`src/rtl/csud_pkg.sv`:
```
package csud_pkg;
  localparam int unsigned CH_NUM = 2;

  typedef enum logic {
    CH_A = 1'b0,
    CH_B = 1'b1
  } chan_e;
endpackage

```
`src/rtl/csud_seq.sv`:
```
module csud_seq
  import csud_pkg::*;
#(
  parameter int unsigned CS_BITS   = 30,
  parameter int unsigned UD_FRAMES = 16
) (
  input  logic  clk,
  input  logic  rst_n,
  input  logic  rx_en,
  input  logic  sf_fire,
  input  logic  sf_blk,
  output logic  take,
  output chan_e take_ch,
  output logic  cs_last,
  output logic  ud_last
);
  localparam int unsigned CSW = (CS_BITS > 1) ? $clog2(CS_BITS) : 1;
  localparam int unsigned UDW = (UD_FRAMES > 1) ? $clog2(UD_FRAMES) : 1;
  localparam logic [CSW-1:0] CS_END = CSW'(CS_BITS - 1);
  localparam logic [UDW-1:0] UD_END = UDW'(UD_FRAMES - 1);

  logic           locked_q;
  chan_e          ch_q;
  logic [CSW-1:0] cs_idx_q;
  logic [UDW-1:0] ud_idx_q;
  logic [CSW-1:0] cs_eff;
  logic [UDW-1:0] ud_eff;

  always_comb begin
    take    = rx_en & sf_fire & (sf_blk | locked_q);
    take_ch = sf_blk ? CH_A : ch_q;
    cs_eff  = sf_blk ? '0 : cs_idx_q;
    ud_eff  = sf_blk ? '0 : ud_idx_q;
    cs_last = take & (take_ch == CH_B) & (cs_eff == CS_END);
    ud_last = take & (take_ch == CH_B) & (ud_eff == UD_END);
  end

  always_ff @(posedge clk or negedge rst_n) begin
    if (!rst_n) begin
      locked_q <= 1'b0;
      ch_q     <= CH_A;
      cs_idx_q <= '0;
      ud_idx_q <= '0;
    end else if (!rx_en) begin
      locked_q <= 1'b0;
      ch_q     <= CH_A;
      cs_idx_q <= '0;
      ud_idx_q <= '0;
    end else if (take) begin
      locked_q <= 1'b1;
      if (take_ch == CH_A) begin
        ch_q     <= CH_B;
        cs_idx_q <= cs_eff;
        ud_idx_q <= ud_eff;
      end else begin
        ch_q     <= CH_A;
        cs_idx_q <= (cs_eff == CS_END) ? '0 : cs_eff + 1'b1;
        ud_idx_q <= (ud_eff == UD_END) ? '0 : ud_eff + 1'b1;
      end
    end
  end


  idle_clears_chk: assert property (@(posedge clk) disable iff (!rst_n)
    !rx_en |=> (!locked_q && ch_q == CH_A && cs_idx_q == '0 && ud_idx_q == '0));


  ch_alternate_chk: assert property (@(posedge clk) disable iff (!rst_n)
    (take && !sf_blk) |=> (ch_q != $past(ch_q)));


  blk_restart_chk: assert property (@(posedge clk) disable iff (!rst_n)
    (take && sf_blk) |=> (ch_q == CH_B && cs_idx_q == '0 && ud_idx_q == '0));


  cs_idx_range_chk: assert property (@(posedge clk) disable iff (!rst_n)
    cs_idx_q <= CS_END);
endmodule

```
`src/rtl/csud_cs_collect.sv`:
```
module csud_cs_collect
  import csud_pkg::*;
#(
  parameter int unsigned CS_BITS = 30
) (
  input  logic                             clk,
  input  logic                             rst_n,
  input  logic                             take,
  input  chan_e                            take_ch,
  input  logic                             cs_last,
  input  logic                             cs_bit,
  input  logic                             cs_ready,
  output logic [CH_NUM-1:0][CS_BITS-1:0]   cs_held,
  output logic                             cs_valid
);
  logic [CH_NUM-1:0][CS_BITS-1:0] shift_q;
  logic [CH_NUM-1:0][CS_BITS-1:0] word_nx;
  logic                           differs;
  logic                           upd;

  for (genvar c = 0; c < CH_NUM; c++) begin : g_chan
    logic hit;
    assign hit = take & (take_ch == chan_e'(c));
    always_comb begin
      word_nx[c] = hit ? {cs_bit, shift_q[c][CS_BITS-1:1]} : shift_q[c];
    end
    always_ff @(posedge clk or negedge rst_n) begin
      if (!rst_n) shift_q[c] <= '0;
      else if (hit) shift_q[c] <= word_nx[c];
    end
  end

  assign differs = (word_nx != cs_held);
  assign upd     = cs_last & differs;

  always_ff @(posedge clk or negedge rst_n) begin
    if (!rst_n) begin
      cs_held  <= '0;
      cs_valid <= 1'b0;
    end else begin
      if (upd) cs_held <= word_nx;
      if (upd) cs_valid <= 1'b1;
      else if (cs_valid && cs_ready) cs_valid <= 1'b0;
    end
  end


  cs_rise_chk: assert property (@(posedge clk) disable iff (!rst_n)
    $rose(cs_valid) |-> $past(cs_last));


  cs_hold_chk: assert property (@(posedge clk) disable iff (!rst_n)
    !cs_last |=> $stable(cs_held));


  cs_clear_chk: assert property (@(posedge clk) disable iff (!rst_n)
    (cs_valid && cs_ready && !cs_last) |=> !cs_valid);
endmodule

```
`src/rtl/csud_ud_collect.sv`:
```
module csud_ud_collect #(
  parameter int unsigned UD_FRAMES = 16
) (
  input  logic                   clk,
  input  logic                   rst_n,
  input  logic                   take,
  input  logic                   ud_last,
  input  logic                   ud_bit,
  input  logic                   ud_ready,
  output logic [2*UD_FRAMES-1:0] ud_word,
  output logic                   ud_valid,
  output logic                   ud_ovr
);
  localparam int unsigned UD_W = 2 * UD_FRAMES;

  logic [UD_W-1:0] shift_q;
  logic [UD_W-1:0] shift_nx;
  logic            hs;

  assign shift_nx = {ud_bit, shift_q[UD_W-1:1]};
  assign hs       = ud_valid & ud_ready;

  always_ff @(posedge clk or negedge rst_n) begin
    if (!rst_n) begin
      shift_q  <= '0;
      ud_word  <= '0;
      ud_valid <= 1'b0;
      ud_ovr   <= 1'b0;
    end else begin
      if (take) shift_q <= shift_nx;
      if (ud_last) begin
        ud_word  <= shift_nx;
        ud_valid <= 1'b1;
        if (ud_valid && !ud_ready) ud_ovr <= 1'b1;
        else if (hs) ud_ovr <= 1'b0;
      end else if (hs) begin
        ud_valid <= 1'b0;
        ud_ovr   <= 1'b0;
      end
    end
  end


  ovr_set_chk: assert property (@(posedge clk) disable iff (!rst_n)
    (ud_valid && !ud_ready && ud_last) |=> ud_ovr);


  ud_hold_chk: assert property (@(posedge clk) disable iff (!rst_n)
    !ud_last |=> $stable(ud_word));


  ud_clear_chk: assert property (@(posedge clk) disable iff (!rst_n)
    (hs && !ud_last) |=> (!ud_valid && !ud_ovr));


  ud_rise_chk: assert property (@(posedge clk) disable iff (!rst_n)
    $rose(ud_valid) |-> $past(ud_last));
endmodule

```
`src/rtl/csud_collector.sv`:
```
module csud_collector
  import csud_pkg::*;
#(
  parameter int unsigned CS_BITS   = 30,
  parameter int unsigned UD_FRAMES = 16
) (
  input  logic                   clk,
  input  logic                   rst_n,
  input  logic                   rx_en,
  input  logic                   sf_valid,
  output logic                   sf_ready,
  input  logic                   sf_blk,
  input  logic                   sf_cs,
  input  logic                   sf_ud,
  output logic                   cs_valid,
  input  logic                   cs_ready,
  output logic [CS_BITS-1:0]     cs_word0,
  output logic [CS_BITS-1:0]     cs_word1,
  output logic                   ud_valid,
  input  logic                   ud_ready,
  output logic [2*UD_FRAMES-1:0] ud_word,
  output logic                   ud_ovr
);
  logic                           take;
  chan_e                          take_ch;
  logic                           cs_last;
  logic                           ud_last;
  logic [CH_NUM-1:0][CS_BITS-1:0] cs_held;

  assign sf_ready = 1'b1;

  csud_seq #(
    .CS_BITS  (CS_BITS),
    .UD_FRAMES(UD_FRAMES)
  ) u_seq (
    .clk    (clk),
    .rst_n  (rst_n),
    .rx_en  (rx_en),
    .sf_fire(sf_valid & sf_ready),
    .sf_blk (sf_blk),
    .take   (take),
    .take_ch(take_ch),
    .cs_last(cs_last),
    .ud_last(ud_last)
  );

  csud_cs_collect #(
    .CS_BITS(CS_BITS)
  ) u_cs (
    .clk     (clk),
    .rst_n   (rst_n),
    .take    (take),
    .take_ch (take_ch),
    .cs_last (cs_last),
    .cs_bit  (sf_cs),
    .cs_ready(cs_ready),
    .cs_held (cs_held),
    .cs_valid(cs_valid)
  );

  csud_ud_collect #(
    .UD_FRAMES(UD_FRAMES)
  ) u_ud (
    .clk     (clk),
    .rst_n   (rst_n),
    .take    (take),
    .ud_last (ud_last),
    .ud_bit  (sf_ud),
    .ud_ready(ud_ready),
    .ud_word (ud_word),
    .ud_valid(ud_valid),
    .ud_ovr  (ud_ovr)
  );

  assign cs_word0 = cs_held[0];
  assign cs_word1 = cs_held[1];


  ready_high_chk: assert property (@(posedge clk) disable iff (!rst_n)
    sf_valid |-> sf_ready);
endmodule

```
`config.mk`:
```
export PLATFORM = sky130hd
export DESIGN_NAME = csud_collector
export DESIGN_NICKNAME = d
export VERILOG_FILES = /design/src/rtl/csud_pkg.sv /design/src/rtl/csud_seq.sv /design/src/rtl/csud_cs_collect.sv /design/src/rtl/csud_ud_collect.sv /design/src/rtl/csud_collector.sv
export SDC_FILE = /design/constraint.sdc
export NUM_CORES = 1
export LEC_CHECK = 0
export BUFFER_PORTS_ARGS = -buffer_cell sky130_fd_sc_hd__buf_2
export CORE_MARGIN = 3
export CORE_UTILIZATION = 35
export CTS_CLUSTER_DIAMETER = 120
export CTS_CLUSTER_SIZE = 40
export DETAILED_ROUTE_END_ITERATION = 10
export SYNTH_ARGS = -nofsm -noshare
export SYNTH_HDL_FRONTEND = slang
export SYNTH_SLANG_ARGS = --single-unit
export TNS_END_PERCENT = 1
```
`constraint.sdc`:
```
create_clock -name clk -period 8.47 [get_ports clk]
set_clock_uncertainty 0.2 [all_clocks]
set_input_delay 0 -clock clk [delete_from_list [all_inputs] [get_ports clk]]
set_output_delay 0 -clock clk [all_outputs]
set_load 0.02 [all_outputs]
```
==> results.txt <==
The root buffer cell chosen for the clock tree is sky130_fd_sc_hd__clkbuf_16. 105 I/O pins were placed. The clock tree synthesis step divided the H-tree into 4 levels. The floorplan step set the die height to 168 um. The global placer's final weighted congestion came out at 0.807. The run gives 5.39 nW as the leakage component of the power. The run finished with clean final reports. VDD sags by at most 124 uV.

For the final count of hold timing violations, the log shows 0. Along the worst path, the maximum fanout reaches 44. The number of sinks on the clock net was 197; the die width was 168 um.

For the via count of the first global-routing pass, the log shows 6,148. The worst pin sits at a relative slew slack of 21.6%. The internal power summed over all cells is 0.00168 W. Commonest non-fill, non-tap cell in the layout: sky130_fd_sc_hd__dfrtp_1. Summing the sequential cell areas from Yosys gives 53.6% of the chip area.

Setup repair after global routing left no endpoint under its margin. The number of warning messages in the yosys log is 0, and the leftover overflow at the end of global routing is 0. The all-layer global routing usage was 15.0%; the remaining routing DRC violations was 0.

The share of total power dissipated in sequential elements is 48.6%. The library cells used most frequently in the layout, excluding fill and tap cells, are sky130_fd_sc_hd__dfrtp_1, sky130_fd_sc_hd__buf_2, sky130_fd_sc_hd__mux2_2, sky130_fd_sc_hd__nand2_1, sky130_fd_sc_hd__mux2_4. The logs give 14.3% for the part of the power in combinational logic and 0 for the number of antenna repair diodes.

The layout overhead on the synthesized area works out to 16.2%. The worst hold-check path type is in -> reg. Cells fill 42.0% of the core in the end. The first TritonRoute pass finished after 5 iterations. By area the synthesized netlist is led by sky130_fd_sc_hd__dfrtp_1, sky130_fd_sc_hd__mux2_2, sky130_fd_sc_hd__mux2_4.

The logs give 0.00999 mm^2 for the cell area reported after detailed placement and 0 for the number of nets with antenna violations after routing. For this configuration, the core starts out at a cell density of 36.1%. The logs give 0 for the count of instances resized after the clock tree is built and 0.000625 W for the switching power of the nets. TritonCTS built the clock tree.

STA classifies the critical path startpoint as a register. Derived from the worst setup path, the maximum achievable clock frequency is 220 MHz. The first global-routing pass estimated 34,300 um of wire. With fillers left out, the area of the finished cells amounts to 0.0107 mm^2.

The top-area cell type share of the netlist area works out to 53.6%. After detailed routing, the number of vias per cell comes to 5.07. The power density of the placed cells works out to 215 mW/mm^2. The CTS buffer count came out at 17. The floorplan step defined a die boundary enclosing 0.0283 mm^2. sky130_fd_sc_hd__dfrtp_1 takes more of the synthesized area than any other cell. The logs give 58 for the distinct cell type count after synthesis and 0 for the initial antenna violation count.

Max-slew violation count: 0. Once layout is complete, the cells apart from fillers number 1,176. After floorplanning, the core was sized to cover 0.0255 mm^2. In this run, synthesis inferred 0 flip-flops with an integrated enable. The share of async-settable or async-resettable flops after synthesis was 100%. For the total power draw, the log shows 0.00230 W.

Adding up every negative setup slack in the final design gives 0 ns. The register bit total from synthesis is 197. The worst path needs 4.54 ns of the cycle, external delays included.

By startpoint and endpoint, the worst setup path is classified as reg -> reg. The placed instance count is 1,138. After the last flow step, the layout net total stands at 847. The clock reaches the later pin of the worst-skew pair after 0.42 ns. In this run switching power makes up 27.1% of total power. The tools report the setup violation total in the final timing report as 0. The floorplan has 58 rows. The tools report the final routed wirelength across all metal layers as 20,800 um. The required time reported for the critical path endpoint is 8.57 ns, and the post-detailed-route wirelength per cell is 17.7 um.

The iteration-0 DRC count of the detailed router came out at 388. Post-synthesis area per instance: 12.5 um^2. STA classifies the critical path endpoint as a register. The clock passes through at most 2 buffers. The gate count of the mapped netlist was 736. Entering global routing, the biggest net connects 125 pins. The total via count after detailed routing was 5,959; the clock-pin transition on the worst setup and hold timing paths was 0.07 ns.

The post-detailed-placement half-perimeter wirelength was 13,900 um. Most instantiated flip-flop cell in the synthesis netlist: sky130_fd_sc_hd__dfrtp_1. The clock network is responsible for 37.1% of the overall power.

For the data arrival at the endpoint of the critical path, the log shows 4.65 ns. In the finished design, the share of the clock period the worst path needs comes to 53.6%. The reported max-cap violation count was 0; the combined area of all synthesized cells was 0.00920 mm^2. The pin slew with the least headroom to its limit was 1.17 ns. The proportion of layout cells with a drive suffix above 1 is 34.5%, and the number of buffers added on ports is 103. When the netlist entered floorplanning its net count stood at 748.
==> metal layers <==
layer	share of wire, %	wire length (um)	global-route usage [%]	vias to the layer above
met5	0	0	0	-
met4	1.3	262	4.23	0
met3	5.3	1100	3.45	14
met2	46	9520	23.2	144
met1	48	9880	21.2	2985
li1	-	-	-	2816
==> final cells by class <==
class                   instances  area [um^2]
fillers                      2407        14800
flip-flops and latches        197         4930
multi-input cells             473         3970
repair buffers                117          649
clock buffers                  21          470
well taps                     330          413
clock inverters                 9          143
inverters                      29          109
==> cell families after synthesis <==
family,Yosys count,synth area share [%]
buf+inv,66,3.41
xor+xnor,51,4.86
other cells,1,0.0408
flops,197,53.6
fa+ha+maj,3,0.408
mux,149,20.6
simple gates,147,8.20
compound gates,122,8.91
==> power by group through the flow <==
| stage | logic, W | registers, W | clock network [W] |
|---|---|---|---|
| 3_5_place_dp | 0.000328 | 0.00113 | 0 |
| 3_3_place_gp | 0.000326 | 0.00113 | 0 |
| 6_report | 0.000329 | 0.00112 | 0.000853 |
| 2_1_floorplan | 0.000252 | 0.00110 | 0 |
| 4_1_cts | 0.000333 | 0.00112 | 0.000878 |
| 5_1_grt | 0.000371 | 0.00113 | 0.000914 |
==> final timing paths <==
kind	start	to	slack (ns)	cells after the start
hold reg to reg	u_cs.cs_valid$_DFFE_PN0P_	u_cs.cs_valid$_DFFE_PN0P_	0.28	1
setup / recovery	u_seq.ch_q$_DFFE_PN0P_	u_cs.cs_held[7]$_DFFE_PN0P_	3.93	10
max in group asynchronous	rst_n	u_cs.shift_q[30]$_DFFE_PN0P_	6.45	3
min in group asynchronous	rst_n	u_ud.shift_q[27]$_DFFE_PN0P_	0.10	2
setup reg to reg	u_seq.ch_q$_DFFE_PN0P_	u_cs.cs_held[7]$_DFFE_PN0P_	3.93	10
hold / removal	sf_blk	u_seq.cs_idx_q[1]$_DFFE_PN0P_	0.03	3
==> cells in the mapped netlist, types with 7 or more instances <==
| master | count |
|---|---|
| sky130_fd_sc_hd__dfrtp_1 | 197 |
| sky130_fd_sc_hd__mux2_2 | 84 |
| sky130_fd_sc_hd__nand2_1 | 70 |
| sky130_fd_sc_hd__mux2_4 | 59 |
| sky130_fd_sc_hd__inv_1 | 28 |
| sky130_fd_sc_hd__xor2_1 | 27 |
| sky130_fd_sc_hd__xnor2_1 | 24 |
| sky130_fd_sc_hd__o21ai_0 | 23 |
| sky130_fd_sc_hd__nand3_1 | 19 |
| sky130_fd_sc_hd__a21oi_1 | 17 |
| sky130_fd_sc_hd__clkbuf_1 | 16 |
| sky130_fd_sc_hd__a21boi_0 | 14 |
| sky130_fd_sc_hd__a31oi_1 | 14 |
| sky130_fd_sc_hd__nand4_1 | 12 |
| sky130_fd_sc_hd__buf_2 | 11 |
| sky130_fd_sc_hd__o211ai_1 | 11 |
| sky130_fd_sc_hd__nand2b_1 | 7 |
| sky130_fd_sc_hd__o22ai_1 | 7 |
==> sequential cells by signal (all words and copies together), names as in the netlist, named ones only <==
signal and flops:
u_ud.ud_valid 1, u_seq.cs_idx_q 5, u_cs.cs_valid 1, u_seq.ud_idx_q 4, u_ud.ud_word 32, u_cs.cs_held 60
u_seq.ch_q 1, u_seq.locked_q 1, u_cs.shift_q 60, u_ud.shift_q 31
==> per-stage QoR <==
stage	hold slack [ns]	setup WS, ns
after floorplan	-0.496	5.33
after global placement	-0.00727	3.92
after detailed placement	-0.000181	3.90
after CTS	0.0116	3.85
after global routing	0.0973	3.60
final	0.0328	3.93
==> critical path: stages (launching register included) <==
cell                      delay [ns]
sky130_fd_sc_hd__dfrtp_1        0.59
sky130_fd_sc_hd__and2b_1        0.41
sky130_fd_sc_hd__o21ai_2        0.19
sky130_fd_sc_hd__buf_4          0.34
sky130_fd_sc_hd__mux2_2         0.42
sky130_fd_sc_hd__xnor2_1        0.13
sky130_fd_sc_hd__nand4_1        0.17
sky130_fd_sc_hd__nor4_4         0.07
sky130_fd_sc_hd__a21oi_4        0.66
sky130_fd_sc_hd__buf_4          0.81
sky130_fd_sc_hd__mux2_2         0.41
==> repair_timing <==
| action | CTS | global route |
|---|---|---|
| hold buffers | 8 | 0 |
| buffers inserted | 0 | 0 |
| hold endpoints to repair | 141 | 0 |
Note: power is estimated with default switching activity, not from simulation.
